--- src/rtl/tmr_pkg.sv ---
package tmr_pkg;
  localparam int PRE_W = 3;

  // control word, bit 7 down to bit 0
  typedef struct packed {
    logic             oneshot;
    logic [PRE_W-1:0] pre;
    logic [1:0]       src;
    logic             reload;
    logic             en;
  } ctrl_t;

  localparam logic [3:0] OFF_IE   = 4'h0;
  localparam logic [3:0] OFF_ST   = 4'h4;
  localparam logic [3:0] OFF_CTRL = 4'h0;
  localparam logic [3:0] OFF_IVAL = 4'h4;
  localparam logic [3:0] OFF_CNT  = 4'h8;
endpackage

--- src/rtl/tmr_prescale.sv ---
module tmr_prescale #(
  parameter int PRE_W = 3
) (
  input  logic             clk,
  input  logic             rst_n,
  input  logic             tick,
  input  logic             run,
  input  logic [PRE_W-1:0] sel,
  output logic             pulse
);
  localparam int DIV_W = (1 << PRE_W) - 1;

  logic [DIV_W-1:0] div_q, div_d, mask;

  always_comb begin
    mask  = ~({DIV_W{1'b1}} << sel);
    pulse = tick & run & ((div_q & mask) == mask);
    if (!run)      div_d = '0;
    else if (tick) div_d = div_q + DIV_W'(1);
    else           div_d = div_q;
  end

  always_ff @(posedge clk or negedge rst_n) begin
    if (!rst_n)              div_q <= '0;
    else if (tick || !run)   div_q <= div_d;
  end
endmodule

--- src/rtl/tmr_channel.sv ---
module tmr_channel #(
  parameter int CNT_W       = 32,
  parameter int PRE_W       = 3,
  parameter int DRAIN_TICKS = 2
) (
  input  logic             clk,
  input  logic             rst_n,
  input  logic             tick,
  input  logic             en,
  input  logic             reload,
  input  logic             oneshot,
  input  logic [PRE_W-1:0] pre,
  input  logic [CNT_W-1:0] interval,
  output logic [CNT_W-1:0] cnt,
  output logic             act,
  output logic             ctick,
  output logic             hit,
  output logic             rld_done
);
  localparam int DR_W = $clog2(DRAIN_TICKS + 1);

  logic             act_q, act_d;
  logic [DR_W-1:0]  dr_q, dr_d;
  logic [CNT_W-1:0] cnt_q, cnt_d;

  assign act = en | act_q;
  assign cnt = cnt_q;

  tmr_prescale #(.PRE_W(PRE_W)) pre_i (
    .clk(clk), .rst_n(rst_n), .tick(tick), .run(act), .sel(pre), .pulse(ctick)
  );

  // count next state
  always_comb begin
    cnt_d    = cnt_q;
    hit      = 1'b0;
    rld_done = 1'b0;
    if (ctick) begin
      if (reload) begin
        cnt_d    = interval;
        hit      = (interval == '0);
        rld_done = 1'b1;
      end else if (cnt_q == '0) begin
        if (!oneshot) begin
          cnt_d = interval;
          hit   = (interval == '0);
        end
      end else begin
        cnt_d = cnt_q - CNT_W'(1);
        hit   = (cnt_q == CNT_W'(1));
      end
    end
  end

  // drain after disable: the channel lives on for DRAIN_TICKS raw ticks
  always_comb begin
    act_d = act_q;
    dr_d  = dr_q;
    if (en) begin
      act_d = 1'b1;
      dr_d  = '0;
    end else if (act_q && tick) begin
      if (dr_q == DR_W'(DRAIN_TICKS - 1)) begin
        act_d = 1'b0;
        dr_d  = '0;
      end else begin
        dr_d = dr_q + DR_W'(1);
      end
    end
  end

  always_ff @(posedge clk or negedge rst_n) begin
    if (!rst_n) begin
      act_q <= 1'b0;
      dr_q  <= '0;
    end else begin
      act_q <= act_d;
      dr_q  <= dr_d;
    end
  end

  always_ff @(posedge clk or negedge rst_n) begin
    if (!rst_n)     cnt_q <= '0;
    else if (ctick) cnt_q <= cnt_d;
  end
endmodule

--- src/rtl/evt_timer_top.sv ---
module evt_timer_top
  import tmr_pkg::*;
#(
  parameter int NUM_CH      = 2,
  parameter int CNT_W       = 32,
  parameter int ADDR_W      = 8,
  parameter int DRAIN_TICKS = 2
) (
  input  logic              clk,
  input  logic              rst_n,
  input  logic              tick,
  input  logic              bus_wr,
  input  logic              bus_rd,
  input  logic [ADDR_W-1:0] bus_addr,
  input  logic [CNT_W-1:0]  bus_wdata,
  output logic [CNT_W-1:0]  bus_rdata,
  output logic              irq
);
  localparam int PG_W = ADDR_W - 4;

  ctrl_t [NUM_CH-1:0]            ctrl_q, ctrl_d;
  logic  [NUM_CH-1:0][CNT_W-1:0] ival_q, ival_d;
  logic  [NUM_CH-1:0][CNT_W-1:0] cnt_w;
  logic  [NUM_CH-1:0]            act_w, ctick_w, hit_w, rld_w;
  logic  [NUM_CH-1:0]            ie_q, ie_d, st_q, st_d;
  logic  [CNT_W-1:0]             rdata_q, rdata_d;

  logic [PG_W-1:0] page;
  logic [3:0]      off;
  logic            glb_sel;

  assign page    = bus_addr[ADDR_W-1:4];
  assign off     = bus_addr[3:0];
  assign glb_sel = (page == '0);

  for (genvar g = 0; g < NUM_CH; g++) begin : g_ch
    tmr_channel #(
      .CNT_W(CNT_W), .PRE_W(PRE_W), .DRAIN_TICKS(DRAIN_TICKS)
    ) ch_i (
      .clk(clk), .rst_n(rst_n), .tick(tick),
      .en(ctrl_q[g].en), .reload(ctrl_q[g].reload),
      .oneshot(ctrl_q[g].oneshot), .pre(ctrl_q[g].pre),
      .interval(ival_q[g]), .cnt(cnt_w[g]), .act(act_w[g]),
      .ctick(ctick_w[g]), .hit(hit_w[g]), .rld_done(rld_w[g])
    );
  end

  // register next state
  always_comb begin
    ctrl_d = ctrl_q;
    ival_d = ival_q;
    for (int i = 0; i < NUM_CH; i++) begin
      if (rld_w[i]) ctrl_d[i].reload = 1'b0;
      if (bus_wr && page == PG_W'(i + 1)) begin
        if (off == OFF_CTRL) ctrl_d[i] = ctrl_t'(bus_wdata[7:0]);
        if (off == OFF_IVAL) ival_d[i] = bus_wdata;
      end
    end
    ie_d = ie_q;
    if (bus_wr && glb_sel && off == OFF_IE) ie_d = bus_wdata[NUM_CH-1:0];
    st_d = st_q;
    if (bus_wr && glb_sel && off == OFF_ST) st_d = st_q & ~bus_wdata[NUM_CH-1:0];
    st_d = st_d | hit_w;
  end

  // read mux
  always_comb begin
    rdata_d = '0;
    if (bus_rd) begin
      if (glb_sel && off == OFF_IE) rdata_d = CNT_W'(ie_q);
      if (glb_sel && off == OFF_ST) rdata_d = CNT_W'(st_q);
      for (int i = 0; i < NUM_CH; i++) begin
        if (page == PG_W'(i + 1)) begin
          if (off == OFF_CTRL) rdata_d = CNT_W'(ctrl_q[i]);
          if (off == OFF_IVAL) rdata_d = ival_q[i];
          if (off == OFF_CNT)  rdata_d = cnt_w[i];
        end
      end
    end
  end

  always_ff @(posedge clk or negedge rst_n) begin
    if (!rst_n) begin
      ctrl_q  <= '0;
      ival_q  <= '0;
      ie_q    <= '0;
      st_q    <= '0;
      rdata_q <= '0;
    end else begin
      ctrl_q  <= ctrl_d;
      ival_q  <= ival_d;
      ie_q    <= ie_d;
      st_q    <= st_d;
      rdata_q <= rdata_d;
    end
  end

  assign bus_rdata = rdata_q;
  assign irq       = |(st_q & ie_q);
endmodule

--- config.mk ---
export PLATFORM = sky130hd
export DESIGN_NAME = evt_timer_top
export DESIGN_NICKNAME = d
export VERILOG_FILES = /design/src/rtl/tmr_pkg.sv /design/src/rtl/tmr_prescale.sv /design/src/rtl/tmr_channel.sv /design/src/rtl/evt_timer_top.sv
export SDC_FILE = /design/constraint.sdc
export NUM_CORES = 1
export LEC_CHECK = 0
export CORE_MARGIN = 4
export CORE_UTILIZATION = 35
export DETAILED_ROUTE_END_ITERATION = 10
export DONT_BUFFER_PORTS = 1
export PLACE_DENSITY = 0.54
export SLEW_MARGIN = 20
export SYNTH_ARGS = -nofsm -noshare
export SYNTH_HDL_FRONTEND = slang
export SYNTH_SLANG_ARGS = --single-unit
export TNS_END_PERCENT = 1
--- constraint.sdc ---
create_clock -name clk -period 5.8 [get_ports clk]
set_input_delay 1.16 -clock clk [delete_from_list [all_inputs] [get_ports clk]]
set_output_delay 1.16 -clock clk [all_outputs]
set_load 0.02 [all_outputs]
==> flow_summary.json <==
{
  "fin_crit_sh_pct": 56.7,
  "drt-total-wl_um": 35100,
  "ys_ff_latch": 200,
  "rsz0062_at_grt": "false",
  "grt_pass1_vias": 8799,
  "min_path_type": "in2async",
  "synth_fp_nets": 1159,
  "numCtsBuffers": 17,
  "die_y_um": 184,
  "gr-total-overflow": 0,
  "io_buffers": 0,
  "drc": 0,
  "cts_root_buffer": "clkbuf_16",
  "maxCapViolations": 0,
  "coreArea_sq_mm": 0.0305,
  "crit_type": "in2reg",
  "top_usage_layer": "met2",
  "crit_fanout": 50,
  "synthTopCellsByArea": "dfrtp_1, mux2_2, a22oi_1",
  "drtPass1Iterations": 5,
  "vias_per_cell": 6.22,
  "finClkSkew_ns": 0.0124,
  "place_area_sq_mm": 0.0111,
  "ant_nets": 0,
  "status": "complete, no violations",
  "power_w": 0.00413,
  "grt_use_met1_pct": 28.4,
  "track_usage_pct": 20.6,
  "final_cells": 1468,
  "syn_area_sq_mm": 0.0108,
  "dr_total_vias": 9127,
  "fin_nets": 1112,
  "synthCells": 1106,
  "wl_per_cell_um": 23.9,
  "cts_tree": "done",
  "slew_headroom_pct": 24.7,
  "hold_viol": 0,
  "cts_post_setup_buffers_inserted": 0,
  "drtIter0Drc": 940,
  "place_ws_ns": 2.07,
  "required_ns": 6.12,
  "drive_above_1_share_pct": 14.4,
  "h-tree-depth": 4,
  "synth_edf_count": 0,
  "timing.critical_path.buf_inv": 1,
  "grt_pass1_wl_um": 54300,
  "clkSlewWorstSetupHoldPaths_ns": 0.07,
  "cts_sinks": 200,
  "reg2reg_depth": 6,
  "regToRegEndpoint": "g_ch[1].ch_i.cnt[18]",
  "use_met3_pct": 5.34,
  "die_w_um": 184,
  "cp.arrival_ns": 3.61,
  "crit_slowest_cell": "nand3_2",
  "antenna_found_initial": 1,
  "finalInstanceArea_sq_mm": 0.0118,
  "p_per_area_mw_per_mm2": 351,
  "synth_top_area_share_pct": 46.3,
  "cpPeakStageDelay_ns": 0.79,
  "synth_warnings": 0,
  "cpLargestDelayFamily": "simple AND/OR/NAND/NOR gates",
  "r2r_start": "g_ch[1].ch_i.cnt[21]",
  "synth_top_area_cell": "dfrtp_1",
  "crit_chain": "or3_1, nor2_4, buf_4, nand3_2, mux2_2",
  "diodes": 0,
  "total_leakage_power_nw": 4.93,
  "cts_buffer_depth": 2,
  "setup_slack_ns": 2.51,
  "ctsResizeCount": 0,
  "rrSetupSlack_ns": 2.53,
  "rows": 64,
  "holdBufCountCts": 0,
  "ios": 78,
  "ys_seq_area_share_pct": 46.3,
  "drv_slew": 0,
  "start_util_pct": 35.4,
  "fmax_mhz": 304,
  "yosys_most_used_dff": "dfrtp_1",
  "clock_latency_ns": 0.45,
  "max_slew.worst_pin.slew_ns": 1.13,
  "syn2layout_area_growth_pct": 8.99,
  "setup_tns_ns": 0,
  "async_reset_ff_share_pct": 100,
  "worstSetupStartpointType": "input pin",
  "globalplace.congestion": 0.860,
  "dp_hpwl_um": 24500,
  "end_kind": "register",
  "ys_types": 69,
  "die-area_sq_mm": 0.0338,
  "grt_max_degree": 201,
  "peakVddDrop_v": 0.000237,
  "worstSetupStartpoint": "bus_addr[1]",
  "use_met2_pct": 33.4,
  "setup-violations-final": 0,
  "place_inst": 1435,
  "postSynthAreaPerCell_sq_um": 9.77,
  "fin_crit_ns": 3.29
}
==> how the worst max path moves through the flow <==
stage	end	slack, ns	depth (start not counted)
floorplan	st_q[1]	2.91	7
detailed placement	ival_q[31]	2.07	5
finish	ival_q[22]	2.51	5
global placement	ival_q[18]	2.09	5
global route	g_ch[0].ch_i.cnt[15]	2.28	6
CTS	ival_q[35]	2.54	5
==> Yosys cell counts (12+ instances only) <==
master and number:
nand4_1 24, o21ai_0 76, a22oi_1 65, nor2_1 83, a21oi_1 64, o22ai_1 31, nor4_1 38, nor3_1 36
nand2_1 51, mux2_2 77, inv_1 19, dfrtp_1 200, nand3_1 33, and2_1 30, a31oi_1 16, clkbuf_1 70
o31ai_1 12
==> logic make-up after synthesis <==
family                     after synthesis  synth area share [%]
xor gates and xnor gates                12                 0.972
AOI/OAI and AO/OA                      347                  21.5
buffers and inverters                   96                  3.43
and+or+nand+nor                        354                  17.7
DFF                                    200                  46.3
adders and majority gates                8                 0.926
muxes                                   89                  9.14
==> layer usage <==
metal / up-vias / wire, um
li1: 4119 / -
met1: 4671 / 15500
met2: 304 / 16700
met3: 31 / 2500
met4: 2 / 398
met5: - / 17
==> through the flow <==
stage / hold slack (ns) / utilization (%)
finish: 0.433 / 38.6
global route: 0.409 / 38.6
CTS: 0.406 / 38.5
detailed placement: 0.494 / 36.5
global placement: 0.487 / 36.5
floorplan: 0.468 / -
==> worst reg2reg max path, stage by stage (launching register included) <==
cell	delay, ns
dfrtp_1	0.46
nor4_2	0.70
nand4_1	0.35
or4_4	0.54
nand3b_4	0.39
nand2_1	0.51
o21ai_0	0.19
==> cell type report <==
cell class,count,area [sq um]
multi-input cells,810,5490
clock buffers,20,457
flip-flops and latches,200,5000
well taps,396,495
clock inverters,12,165
inverters,20,75.1
repair buffers,10,95.1
fillers,3026,18700
==> cell usage in the layout, fill, tap and decap left out, types with 10 or more instances in the layout <==
master,instances
mux2i_1,11
o22ai_1,31
nand4_1,24
nor4_1,38
nand2_1,50
mux2_2,77
o31ai_1,12
and2_1,30
nor3_1,36
o21ai_0,76
inv_1,19
a22oi_1,65
nand3_1,31
nor2_1,82
a21oi_1,63
xor2_1,10
a31oi_1,15
clkbuf_16,17
dfrtp_1,200
==> registers in the layout, indices dropped and copies added, names as in the netlist, 4 cells and up <==
signal,cells
bus_rdata,32
ctrl_q,16
g_ch.ch_i.cnt,64
g_ch.ch_i.dr_q,4
g_ch.ch_i.pre_i.div_q,14
ival_q,64
==> where the power goes <==
part | internal (W) | switching (W)
Combinational | 0.000369 | 0.000625
Clock | 0.000710 | 0.000577
Sequential | 0.00156 | 0.000291
Power figures use the tool's default switching activity.
